==> config.mk <==
export PLATFORM = sky130hd
export DESIGN_NAME = seg_access_unit
export DESIGN_NICKNAME = d
export VERILOG_FILES = /design/src/rtl/seg_access_pkg.sv /design/src/rtl/seg_base_select.sv /design/src/rtl/phys_addr_gen.sv /design/src/rtl/access_sequencer.sv /design/src/rtl/seg_access_unit.sv
export SDC_FILE = /design/constraint.sdc
export NUM_CORES = 1
export LEC_CHECK = 0
export BUFFER_PORTS_ARGS = -buffer_cell sky130_fd_sc_hd__buf_2
export CAP_MARGIN = 5
export CORE_ASPECT_RATIO = 1.2
export CORE_MARGIN = 2
export CORE_UTILIZATION = 55
export DETAILED_ROUTE_END_ITERATION = 8
export PLACE_DENSITY = 0.92
export SLEW_MARGIN = 25
export SYNTH_ARGS = -nofsm -noshare
export SYNTH_HDL_FRONTEND = slang
export SYNTH_SLANG_ARGS = --single-unit
==> constraint.sdc <==
create_clock -name clk -period 8.64 [get_ports clk]
set_input_delay 2.16 -clock clk [delete_from_list [all_inputs] [get_ports clk]]
set_output_delay 2.16 -clock clk [all_outputs]
set_load 0.01 [all_outputs]
==> src/rtl/seg_access_pkg.sv <==
package seg_access_pkg;

  // Number of segment base registers and their slot order (matches ovr_sel bits)
  localparam int NUM_SEG = 4;
  localparam int IDX_CODE  = 0;
  localparam int IDX_DATA  = 1;
  localparam int IDX_EXTRA = 2;
  localparam int IDX_STACK = 3;

  typedef enum logic [1:0] {
    ST_IDLE = 2'd0,
    ST_LOW  = 2'd1,
    ST_HIGH = 2'd2
  } acc_state_e;

endpackage

==> src/rtl/seg_base_select.sv <==
module seg_base_select
  import seg_access_pkg::*;
#(
  parameter int SEG_W = 16
) (
  input  logic [NUM_SEG-1:0][SEG_W-1:0] bank,
  input  logic [NUM_SEG-1:0]            ovr,
  input  logic                          dflt_stack,
  input  logic                          abs_mode,
  input  logic [SEG_W-1:0]              seg_abs,
  output logic [SEG_W-1:0]              base,
  output logic                          multi_ovr
);

  localparam int CNT_W = $clog2(NUM_SEG + 1);

  logic [NUM_SEG-1:0][SEG_W-1:0] masked;
  logic [SEG_W-1:0]              ovr_base;
  logic [CNT_W-1:0]              n_ovr;

  // AND-OR mux: each bank entry gated by its override bit
  for (genvar g = 0; g < NUM_SEG; g++) begin : g_mask
    assign masked[g] = {SEG_W{ovr[g]}} & bank[g];
  end

  always_comb begin
    ovr_base = '0;
    n_ovr    = '0;
    for (int i = 0; i < NUM_SEG; i++) begin
      ovr_base = ovr_base | masked[i];
      n_ovr    = n_ovr + {{(CNT_W-1){1'b0}}, ovr[i]};
    end
  end

  always_comb begin
    if (abs_mode) begin
      base = seg_abs;
    end else if (n_ovr == '0) begin
      base = dflt_stack ? bank[IDX_STACK] : bank[IDX_DATA];
    end else begin
      base = ovr_base;
    end
  end

  assign multi_ovr = !abs_mode && (n_ovr > CNT_W'(1));

endmodule

==> src/rtl/phys_addr_gen.sv <==
module phys_addr_gen #(
  parameter int SEG_W     = 16,
  parameter int OFF_W     = 16,
  parameter int SEG_SHIFT = 4,
  parameter int PHYS_W    = 20
) (
  input  logic [SEG_W-1:0]  base,
  input  logic [OFF_W-1:0]  offset,
  input  logic              second_byte,
  output logic [PHYS_W-1:0] phys
);

  localparam int SHIFTED_W = SEG_W + SEG_SHIFT;
  localparam int SUM_W     = ((SHIFTED_W > OFF_W) ? SHIFTED_W : OFF_W) + 1;

  logic [OFF_W-1:0] off_eff;
  logic [SUM_W-1:0] sum;

  // Offset increment wraps inside the segment before the base is added
  assign off_eff = offset + {{(OFF_W-1){1'b0}}, second_byte};
  assign sum     = SUM_W'({base, {SEG_SHIFT{1'b0}}}) + SUM_W'(off_eff);
  // Truncation gives the wrap at the top of physical memory
  assign phys    = sum[PHYS_W-1:0];

endmodule

==> src/rtl/access_sequencer.sv <==
module access_sequencer
  import seg_access_pkg::*;
#(
  parameter int SEG_W  = 16,
  parameter int OFF_W  = 16,
  parameter int BYTE_W = 8
) (
  input  logic                clk,
  input  logic                rst_n,
  input  logic                req_valid,
  input  logic                req_write,
  input  logic                req_word,
  input  logic [OFF_W-1:0]    req_offset,
  input  logic [2*BYTE_W-1:0] req_wdata,
  input  logic [SEG_W-1:0]    sel_base,
  input  logic                sel_err,
  input  logic                mem_ack,
  input  logic [BYTE_W-1:0]   mem_rdata,
  output logic [SEG_W-1:0]    cur_base,
  output logic [OFF_W-1:0]    cur_offset,
  output logic                second_byte,
  output logic                mem_req,
  output logic                mem_we,
  output logic [BYTE_W-1:0]   mem_wdata,
  output logic                busy,
  output logic                done,
  output logic                err,
  output logic [2*BYTE_W-1:0] rd_data
);

  localparam int WORD_W = 2 * BYTE_W;

  acc_state_e state_q, state_n;

  logic [SEG_W-1:0]  base_q;
  logic [OFF_W-1:0]  off_q;
  logic [WORD_W-1:0] wdata_q;
  logic              we_q;
  logic              word_q;
  logic [BYTE_W-1:0] lo_q;
  logic [WORD_W-1:0] rd_q, rd_n;
  logic              done_q, done_n;
  logic              err_q, err_n;

  logic load_en;
  logic lo_cap_en;
  logic rd_en;

  // Next-state and enables
  always_comb begin
    state_n   = state_q;
    done_n    = 1'b0;
    err_n     = 1'b0;
    load_en   = 1'b0;
    lo_cap_en = 1'b0;
    rd_en     = 1'b0;
    rd_n      = rd_q;
    unique case (state_q)
      ST_IDLE: begin
        if (req_valid) begin
          if (sel_err) begin
            err_n = 1'b1;
          end else begin
            load_en = 1'b1;
            state_n = ST_LOW;
          end
        end
      end
      ST_LOW: begin
        if (mem_ack) begin
          if (word_q) begin
            lo_cap_en = !we_q;
            state_n   = ST_HIGH;
          end else begin
            done_n  = 1'b1;
            state_n = ST_IDLE;
            rd_en   = !we_q;
            rd_n    = {{BYTE_W{1'b0}}, mem_rdata};
          end
        end
      end
      ST_HIGH: begin
        if (mem_ack) begin
          done_n  = 1'b1;
          state_n = ST_IDLE;
          rd_en   = !we_q;
          rd_n    = {mem_rdata, lo_q};
        end
      end
      default: state_n = ST_IDLE;
    endcase
  end

  // Control registers
  always_ff @(posedge clk or negedge rst_n) begin
    if (!rst_n) begin
      state_q <= ST_IDLE;
      done_q  <= 1'b0;
      err_q   <= 1'b0;
    end else begin
      state_q <= state_n;
      done_q  <= done_n;
      err_q   <= err_n;
    end
  end

  // Request capture
  always_ff @(posedge clk or negedge rst_n) begin
    if (!rst_n) begin
      base_q  <= '0;
      off_q   <= '0;
      wdata_q <= '0;
      we_q    <= 1'b0;
      word_q  <= 1'b0;
    end else if (load_en) begin
      base_q  <= sel_base;
      off_q   <= req_offset;
      wdata_q <= req_wdata;
      we_q    <= req_write;
      word_q  <= req_word;
    end
  end

  // Low byte of a word read
  always_ff @(posedge clk or negedge rst_n) begin
    if (!rst_n) begin
      lo_q <= '0;
    end else if (lo_cap_en) begin
      lo_q <= mem_rdata;
    end
  end

  // Read result
  always_ff @(posedge clk or negedge rst_n) begin
    if (!rst_n) begin
      rd_q <= '0;
    end else if (rd_en) begin
      rd_q <= rd_n;
    end
  end

  assign cur_base    = base_q;
  assign cur_offset  = off_q;
  assign second_byte = (state_q == ST_HIGH);
  assign mem_req     = (state_q != ST_IDLE);
  assign busy        = (state_q != ST_IDLE);
  assign mem_we      = we_q;
  assign mem_wdata   = second_byte ? wdata_q[WORD_W-1:BYTE_W] : wdata_q[BYTE_W-1:0];
  assign done        = done_q;
  assign err         = err_q;
  assign rd_data     = rd_q;

endmodule

==> src/rtl/seg_access_unit.sv <==
module seg_access_unit
  import seg_access_pkg::*;
#(
  parameter int SEG_W     = 16,
  parameter int OFF_W     = 16,
  parameter int SEG_SHIFT = 4,
  parameter int PHYS_W    = 20,
  parameter int BYTE_W    = 8
) (
  input  logic                clk,
  input  logic                rst_n,
  input  logic                req_valid,
  input  logic                req_write,
  input  logic                req_word,
  input  logic                req_abs,
  input  logic [OFF_W-1:0]    req_offset,
  input  logic [2*BYTE_W-1:0] req_wdata,
  input  logic [SEG_W-1:0]    req_seg_abs,
  input  logic [SEG_W-1:0]    seg_cs,
  input  logic [SEG_W-1:0]    seg_ds,
  input  logic [SEG_W-1:0]    seg_es,
  input  logic [SEG_W-1:0]    seg_ss,
  input  logic [NUM_SEG-1:0]  ovr_sel,
  input  logic                dflt_stack,
  output logic                mem_req,
  output logic                mem_we,
  output logic [PHYS_W-1:0]   mem_addr,
  output logic [BYTE_W-1:0]   mem_wdata,
  input  logic                mem_ack,
  input  logic [BYTE_W-1:0]   mem_rdata,
  output logic                busy,
  output logic                done,
  output logic                err,
  output logic [2*BYTE_W-1:0] rd_data
);

  logic [NUM_SEG-1:0][SEG_W-1:0] bank;
  logic [SEG_W-1:0]              sel_base;
  logic                          sel_err;
  logic [SEG_W-1:0]              cur_base;
  logic [OFF_W-1:0]              cur_offset;
  logic                          second_byte;

  assign bank[IDX_CODE]  = seg_cs;
  assign bank[IDX_DATA]  = seg_ds;
  assign bank[IDX_EXTRA] = seg_es;
  assign bank[IDX_STACK] = seg_ss;

  seg_base_select #(
    .SEG_W (SEG_W)
  ) u_select (
    .bank       (bank),
    .ovr        (ovr_sel),
    .dflt_stack (dflt_stack),
    .abs_mode   (req_abs),
    .seg_abs    (req_seg_abs),
    .base       (sel_base),
    .multi_ovr  (sel_err)
  );

  access_sequencer #(
    .SEG_W  (SEG_W),
    .OFF_W  (OFF_W),
    .BYTE_W (BYTE_W)
  ) u_seq (
    .clk         (clk),
    .rst_n       (rst_n),
    .req_valid   (req_valid),
    .req_write   (req_write),
    .req_word    (req_word),
    .req_offset  (req_offset),
    .req_wdata   (req_wdata),
    .sel_base    (sel_base),
    .sel_err     (sel_err),
    .mem_ack     (mem_ack),
    .mem_rdata   (mem_rdata),
    .cur_base    (cur_base),
    .cur_offset  (cur_offset),
    .second_byte (second_byte),
    .mem_req     (mem_req),
    .mem_we      (mem_we),
    .mem_wdata   (mem_wdata),
    .busy        (busy),
    .done        (done),
    .err         (err),
    .rd_data     (rd_data)
  );

  phys_addr_gen #(
    .SEG_W     (SEG_W),
    .OFF_W     (OFF_W),
    .SEG_SHIFT (SEG_SHIFT),
    .PHYS_W    (PHYS_W)
  ) u_addr (
    .base        (cur_base),
    .offset      (cur_offset),
    .second_byte (second_byte),
    .phys        (mem_addr)
  );

endmodule

==> impl_metrics.py, run 1 <==
metrics = {
    "clock_tree": {
        "clk_latency_ns": 0.34,
        "cts_hold_buf": 0,
        "clk_pin_slew_ns": 0.07,
        "cts_setup_buffers": 0,
        "cts_buffers": 9,
        "cts_buffer_depth": 2,
        "cts-htree-levels": 3,
        "cts-resized-gates": 0,
        "cts_sinks": 78,
        "cts-root-buf": "clkbuf_16",
        "cts_tree": "built",
    },
    "worst_setup_path": {
        "crit_family": "adder cells",
        "crit_start": "u_seq.state_q[0]$_DFFE_PN0P_",
        "max_stage_delay_ns": 0.43,
        "cp_data_required_time_ns": 6.48,
        "path_depth": 14,
        "crit_chain": "inv_1 -> ha_1 -> ha_1 -> nand2_1 -> or2_2 -> xnor2_1 -> inv_1 -> fa_1 -> nand2b_1 -> a21oi_1 -> o21ai_0 -> a2111o_1 -> nand3_1 -> buf_2",
        "crit_buf_inv": 3,
        "rr_worst_depth": 4,
        "cp-start-kind": "register",
        "cp.arrival_ns": 3.87,
        "slowest_stage": "fa_1",
        "worst_setup_path_end_kind": "primary output",
        "crit_fanout": 7,
        "path_class": "register to primary output",
        "r2r-start": "u_seq.state_q[0]$_DFFE_PN0P_",
    },
    "synthesis": {
        "netlist_instances": 497,
        "syn_nets": 653,
        "synth_edf_count": 0,
        "synth.distinct_cells": 58,
        "netlist.area_leader.share": 0.3633,
        "synthArstFlopShare": 1.000,
        "synth-seq-cells": 78,
        "yosysTopAreaCell": "dfrtp_1",
        "post_synth.cell_area_avg_um2": 10.81,
        "ys_seq_area_frac": 0.3633,
        "yosysMostFrequentCell": "dfrtp_1",
        "synth_flop_cell": "dfrtp_1",
        "synthTopCellsByArea": "dfrtp_1 (36%), a221oi_2 (7.3%), mux2_2 (6.7%)",
        "synth_warnings": 0,
        "yosys-top-cells-count": "dfrtp_1 (78), a21oi_1 (37), nand2_1 (33)",
        "syn-cell-area_mm2": 0.005373,
    },
    "placement": {
        "gp_congestion": 0.9682,
        "post-place-cells": 770,
        "placed_area_mm2": 0.006168,
        "hpwl_um": 10730,
        "portBuffers": 180,
    },
    "floorplan": {
        "core_mm2": 0.009515,
        "die_x_um": 94.23,
        "rows": 39,
        "die_h_um": 112.3,
        "boundaryPins": 181,
        "dieArea_mm2": 0.01058,
        "initial_core_util": 0.5646,
    },
    "global_route": {
        "grt_pass1_wl_um": 23320,
        "antenna_found_initial": 0,
        "grt_pass1_vias": 4897,
        "grt_max_degree": 79,
        "overflow": 0,
        "grtUsageTotal": 0.2763,
    },
    "min_path": {
        "hold_path_startpoint": "u_seq.cur_base[0]$_DFFE_PN0P_",
        "min_path_cells": 2,
        "hp-class": "register to register",
    },
    "final_layout": {
        "multi_input_area_mm2": 0.003054,
        "fin_util": 0.6788,
        "fin_area_mm2": 0.006459,
        "syn_to_final_growth_pct": 20.21,
        "drive_gt1_frac": 0.4344,
        "ff_latch_area_mm2": 0.001952,
        "diodes": 0,
        "fillers": 728,
        "final_cells": 786,
        "nets": 814,
    },
    "timing": {
        "rsz0062_at_grt": "no",
        "fin_crit_ns": 6.031,
        "max_freq_mhz": 165.8,
        "setup_tns_ns": 0,
        "slew-limit-headroom": 0.3728,
        "fin_crit_sh": 0.6981,
        "drv_slew": 0,
        "hold_violations": 0,
        "finClkSkew_ns": 0.01492,
        "worst_pin_slew_ns": 0.9409,
        "setup_violations": 0,
    },
    "drt": {
        "vias": 4551,
        "firstDrtPassIters": 5,
        "drt_iter0_drc": 213,
        "post_drt_wl_per_cell_um": 18.22,
        "wl_um": 14320,
        "drc": 0,
        "drt-vias-per-instance": 5.790,
        "ant_nets": 0,
    },
    "flow_run": {
        "cap_violations": 0,
    },
    "pwr": {
        "power_density_mw_per_mm2": 373.9,
        "p_leak_nw": 3.118,
        "power.total_mw": 2.415,
        "ir_drop_mv": 0.2426,
    },
    "status": {
        "status": "complete, no violations",
    },
}
sequential cells by signal, indices dropped and copies added, names as in the netlist:
register and cells:
u_seq.cur_offset 16, u_seq.rd_data 16, u_seq.cur_base 16, u_seq.done 1
u_seq.word_q 1, u_seq.err 1, u_seq.wdata_q 16, u_seq.mem_we 1
u_seq.lo_q 8, u_seq.state_q 2
metal layers:
metal  vias to the layer above  track usage  wire length [um]
met2                       176       0.4776              7445
met4                         0       0.1169               512
li1                       2141            -                 -
met3                        49      0.06644               850
met1                      2185       0.3253              5512
met5                         -            0                 0
worst paths after layout:
check                                                  end  slack [ns]
setup / recovery                              mem_addr[18]        2.61
max in group asynchronous    u_seq.cur_base[9]$_DFFE_PN0P_        6.31
min in group asynchronous     u_seq.rd_data[1]$_DFFE_PN0P_        1.85
setup reg to reg           u_seq.cur_offset[6]$_DFFE_PN0P_        6.37
hold reg to reg              u_seq.cur_base[0]$_DFFE_PN0P_        0.49
hold / removal               u_seq.cur_base[0]$_DFFE_PN0P_        0.49
logic make-up after synthesis:
kind of cell               synth area share
DFF                                  0.3633
buffers and inverters               0.06824
adders and majority gates           0.05869
AOI/OAI and AO/OA                    0.2087
muxes                                0.1640
xor gates and xnor gates            0.04727
and+or+nand+nor                     0.08990
stage by stage:
stage | hold WS, ns | worst slack, ns
2_1_floorplan | 0.4548 | 3.642
3_5_place_dp | 0.4848 | 2.982
6_report | 0.4922 | 2.609
3_3_place_gp | 0.4831 | 3.165
5_1_grt | 0.5196 | 2.290
4_1_cts | 0.4998 | 2.581
area by class of cell:
| cell class | instances | area share |
|---|---|---|
| clock buffers | 9 | 0.03487 |
| clock inverters | 7 | 0.009492 |
| inverters | 22 | 0.01279 |
| multi-input cells | 364 | 0.4729 |
| flip-flops and latches | 78 | 0.3022 |
| well taps | 123 | 0.02383 |
| repair buffers | 183 | 0.1439 |
worst reg2reg max path, cell delays in order, from the launching register on:
cell and delay, ns:
dfrtp_1 0.41, inv_1 0.09, ha_1 0.32, nand3b_4 0.73, mux2_4 0.60
where the power goes:
part	leakage [nW]	internal (mW)	switching, mW	total, mW
clock	0.135	0.201	0.167	0.368
combinational	2.04	0.642	0.713	1.35
sequential	0.944	0.546	0.147	0.693
total	3.12	1.39	1.03	2.42
cell usage in the layout (no fill, tap or decap), types with 15 or more instances in the layout:
cell,count
nand2_1,33
dfrtp_1,78
mux2i_1,25
a221oi_2,26
nor2_1,22
nand3_1,15
xnor2_1,22
ha_1,22
mux2_2,32
mux2_4,18
a21oi_1,37
inv_1,22
a22oi_1,17
buf_2,179
o21ai_0,21
Power figures use the tool's default switching activity.
==> run 2, diff against run 1 <==
- CORE_UTILIZATION: 55 -> 51
- PLACE_DENSITY: 0.92 -> 0.87
- clock period: 8.64 -> 5.6 ns (I/O delays scaled with it)
==> impl_metrics.py, run 2 (synthesized netlist as in run 1, its figures left out) <==
metrics = {
    "final_layout": {
        "drive_gt1_frac": 0.4337,
        "final_common_cell": "buf_2",
        "nets": 815,
        "layout_common_cells": "buf_2 (179), dfrtp_1 (78), a21oi_1 (37), nand2_1 (33), mux2_2 (32)",
        "fin_area_mm2": 0.006465,
        "fillers": 855,
        "diodes": 0,
        "syn_to_final_growth_pct": 20.33,
    },
    "placement": {
        "gp_congestion": 0.9952,
        "portBuffers": 180,
        "pre_cts_slack_ns": 0.9468,
        "hpwl_um": 10750,
        "placed_area_mm2": 0.006183,
    },
    "timing": {
        "fin_crit_ns": 5.045,
        "timing.final.ws_setup_ns": 0.5547,
        "worst_pin_slew_ns": 0.9407,
        "rsz0062_at_grt": "no",
        "max_freq_mhz": 198.2,
        "hold_violations": 0,
        "setup_tns_ns": 0,
        "setup_violations": 0,
        "slew-limit-headroom": 0.3729,
        "drv_slew": 0,
        "fin_crit_sh": 0.9009,
        "finClkSkew_ns": 0.005240,
    },
    "worst_setup_path": {
        "crit_buf_inv": 3,
        "cp-start-kind": "register",
        "crit_fanout": 4,
        "slowest_stage": "fa_1",
        "cp.arrival_ns": 3.65,
        "worst_setup_path_end_kind": "primary output",
        "crit_chain": "inv_1 -> ha_1 -> ha_1 -> nand2_1 -> or2_2 -> xnor2_1 -> inv_1 -> fa_1 -> nand2b_1 -> a21oi_1 -> o21ai_0 -> a2111o_1 -> nand3_1 -> buf_2",
        "crit_family": "compound AO/OA/AOI/OAI gates",
        "max_stage_delay_ns": 0.42,
        "path_depth": 14,
        "path_class": "register to primary output",
        "rr_worst_depth": 4,
        "cp_data_required_time_ns": 4.20,
    },
    "clock_tree": {
        "cts_setup_buffers": 0,
        "cts-htree-levels": 3,
        "cts-resized-gates": 0,
        "cts_sinks": 78,
        "cts_buffer_depth": 2,
        "cts_tree": "built",
        "clk_latency_ns": 0.33,
        "cts_buffers": 9,
        "cts-root-buf": "clkbuf_16",
        "cts_hold_buf": 0,
        "clk_pin_slew_ns": 0.06,
    },
    "floorplan": {
        "initial_core_util": 0.5159,
        "die_x_um": 97.70,
        "die_h_um": 116.4,
        "rows": 41,
        "core_mm2": 0.01041,
        "dieArea_mm2": 0.01138,
        "boundaryPins": 181,
    },
    "drt": {
        "firstDrtPassIters": 4,
        "vias": 4575,
        "drt_iter0_drc": 180,
        "drt-vias-per-instance": 5.769,
        "drc": 0,
        "post_drt_wl_per_cell_um": 18.01,
        "ant_nets": 0,
        "wl_um": 14280,
    },
    "pwr": {
        "ir_drop_mv": 0.2865,
        "p_leak_nw": 3.124,
        "power.total_mw": 3.682,
        "power_density_mw_per_mm2": 569.6,
    },
    "global_route": {
        "grt_pass1_vias": 4727,
        "antenna_found_initial": 0,
        "overflow": 0,
        "grtUsageTotal": 0.2538,
        "grt_pass1_wl_um": 23130,
        "grt_max_degree": 79,
    },
    "min_path": {
        "min_path_cells": 2,
        "hp-class": "register to register",
    },
    "flow_run": {
        "cap_violations": 0,
    },
    "status": {
        "status": "complete, no violations",
    },
}
run 2: worst reg2reg max path, stage by stage (launching register included):
cell and delay, ns:
dfrtp_1 0.38, inv_1 0.11, ha_1 0.31, nand3b_4 0.72, mux2_4 0.60
run 2: area by class of cell:
cell class	count	area, um^2	share of cell area
well taps	129	161.4	0.02497
repair buffers	184	937.1	0.1450
flip-flops and latches	78	1952	0.3019
clock buffers	11	242.7	0.03755
inverters	22	82.58	0.01277
multi-input cells	364	3054	0.4724
clock inverters	5	35.03	0.005419
run 2: metal layers:
layer,share of wire,global-route usage,up-vias
li1,-,-,2146
met1,0.39,0.3106,2216
met2,0.51,0.4474,188
met3,0.075,0.06044,25
met4,0.018,0.08056,0
met5,0,0,-
run 2: final timing paths:
path	from	end	slack, ns
max	u_seq.state_q[0]$_DFFE_PN0P_	mem_addr[18]	0.55
min	u_seq.cur_base[2]$_DFFE_PN0P_	u_seq.cur_base[2]$_DFFE_PN0P_	0.50
max reg2reg	u_seq.state_q[1]$_DFFE_PN0P_	u_seq.cur_offset[2]$_DFFE_PN0P_	3.37
min reg2reg	u_seq.cur_base[2]$_DFFE_PN0P_	u_seq.cur_base[2]$_DFFE_PN0P_	0.50
max in group asynchronous	rst_n	u_seq.cur_base[5]$_DFFE_PN0P_	4.05
min in group asynchronous	rst_n	u_seq.wdata_q[5]$_DFFE_PN0P_	1.10
run 2: metrics by stage:
stage,util,instances,hold slack (ns)
2_1_floorplan,-,497,0.4548
3_3_place_gp,0.5938,777,0.4824
3_5_place_dp,0.5938,777,0.4876
4_1_cts,0.6204,793,0.5041
5_1_grt,0.6208,793,0.5146
6_report,0.6208,793,0.4952
run 2: report_power, final:
group | switching [mW] | internal [mW]
sequential | 0.225 | 0.843
combinational | 1.08 | 0.991
clock | 0.233 | 0.312
total | 1.54 | 2.15
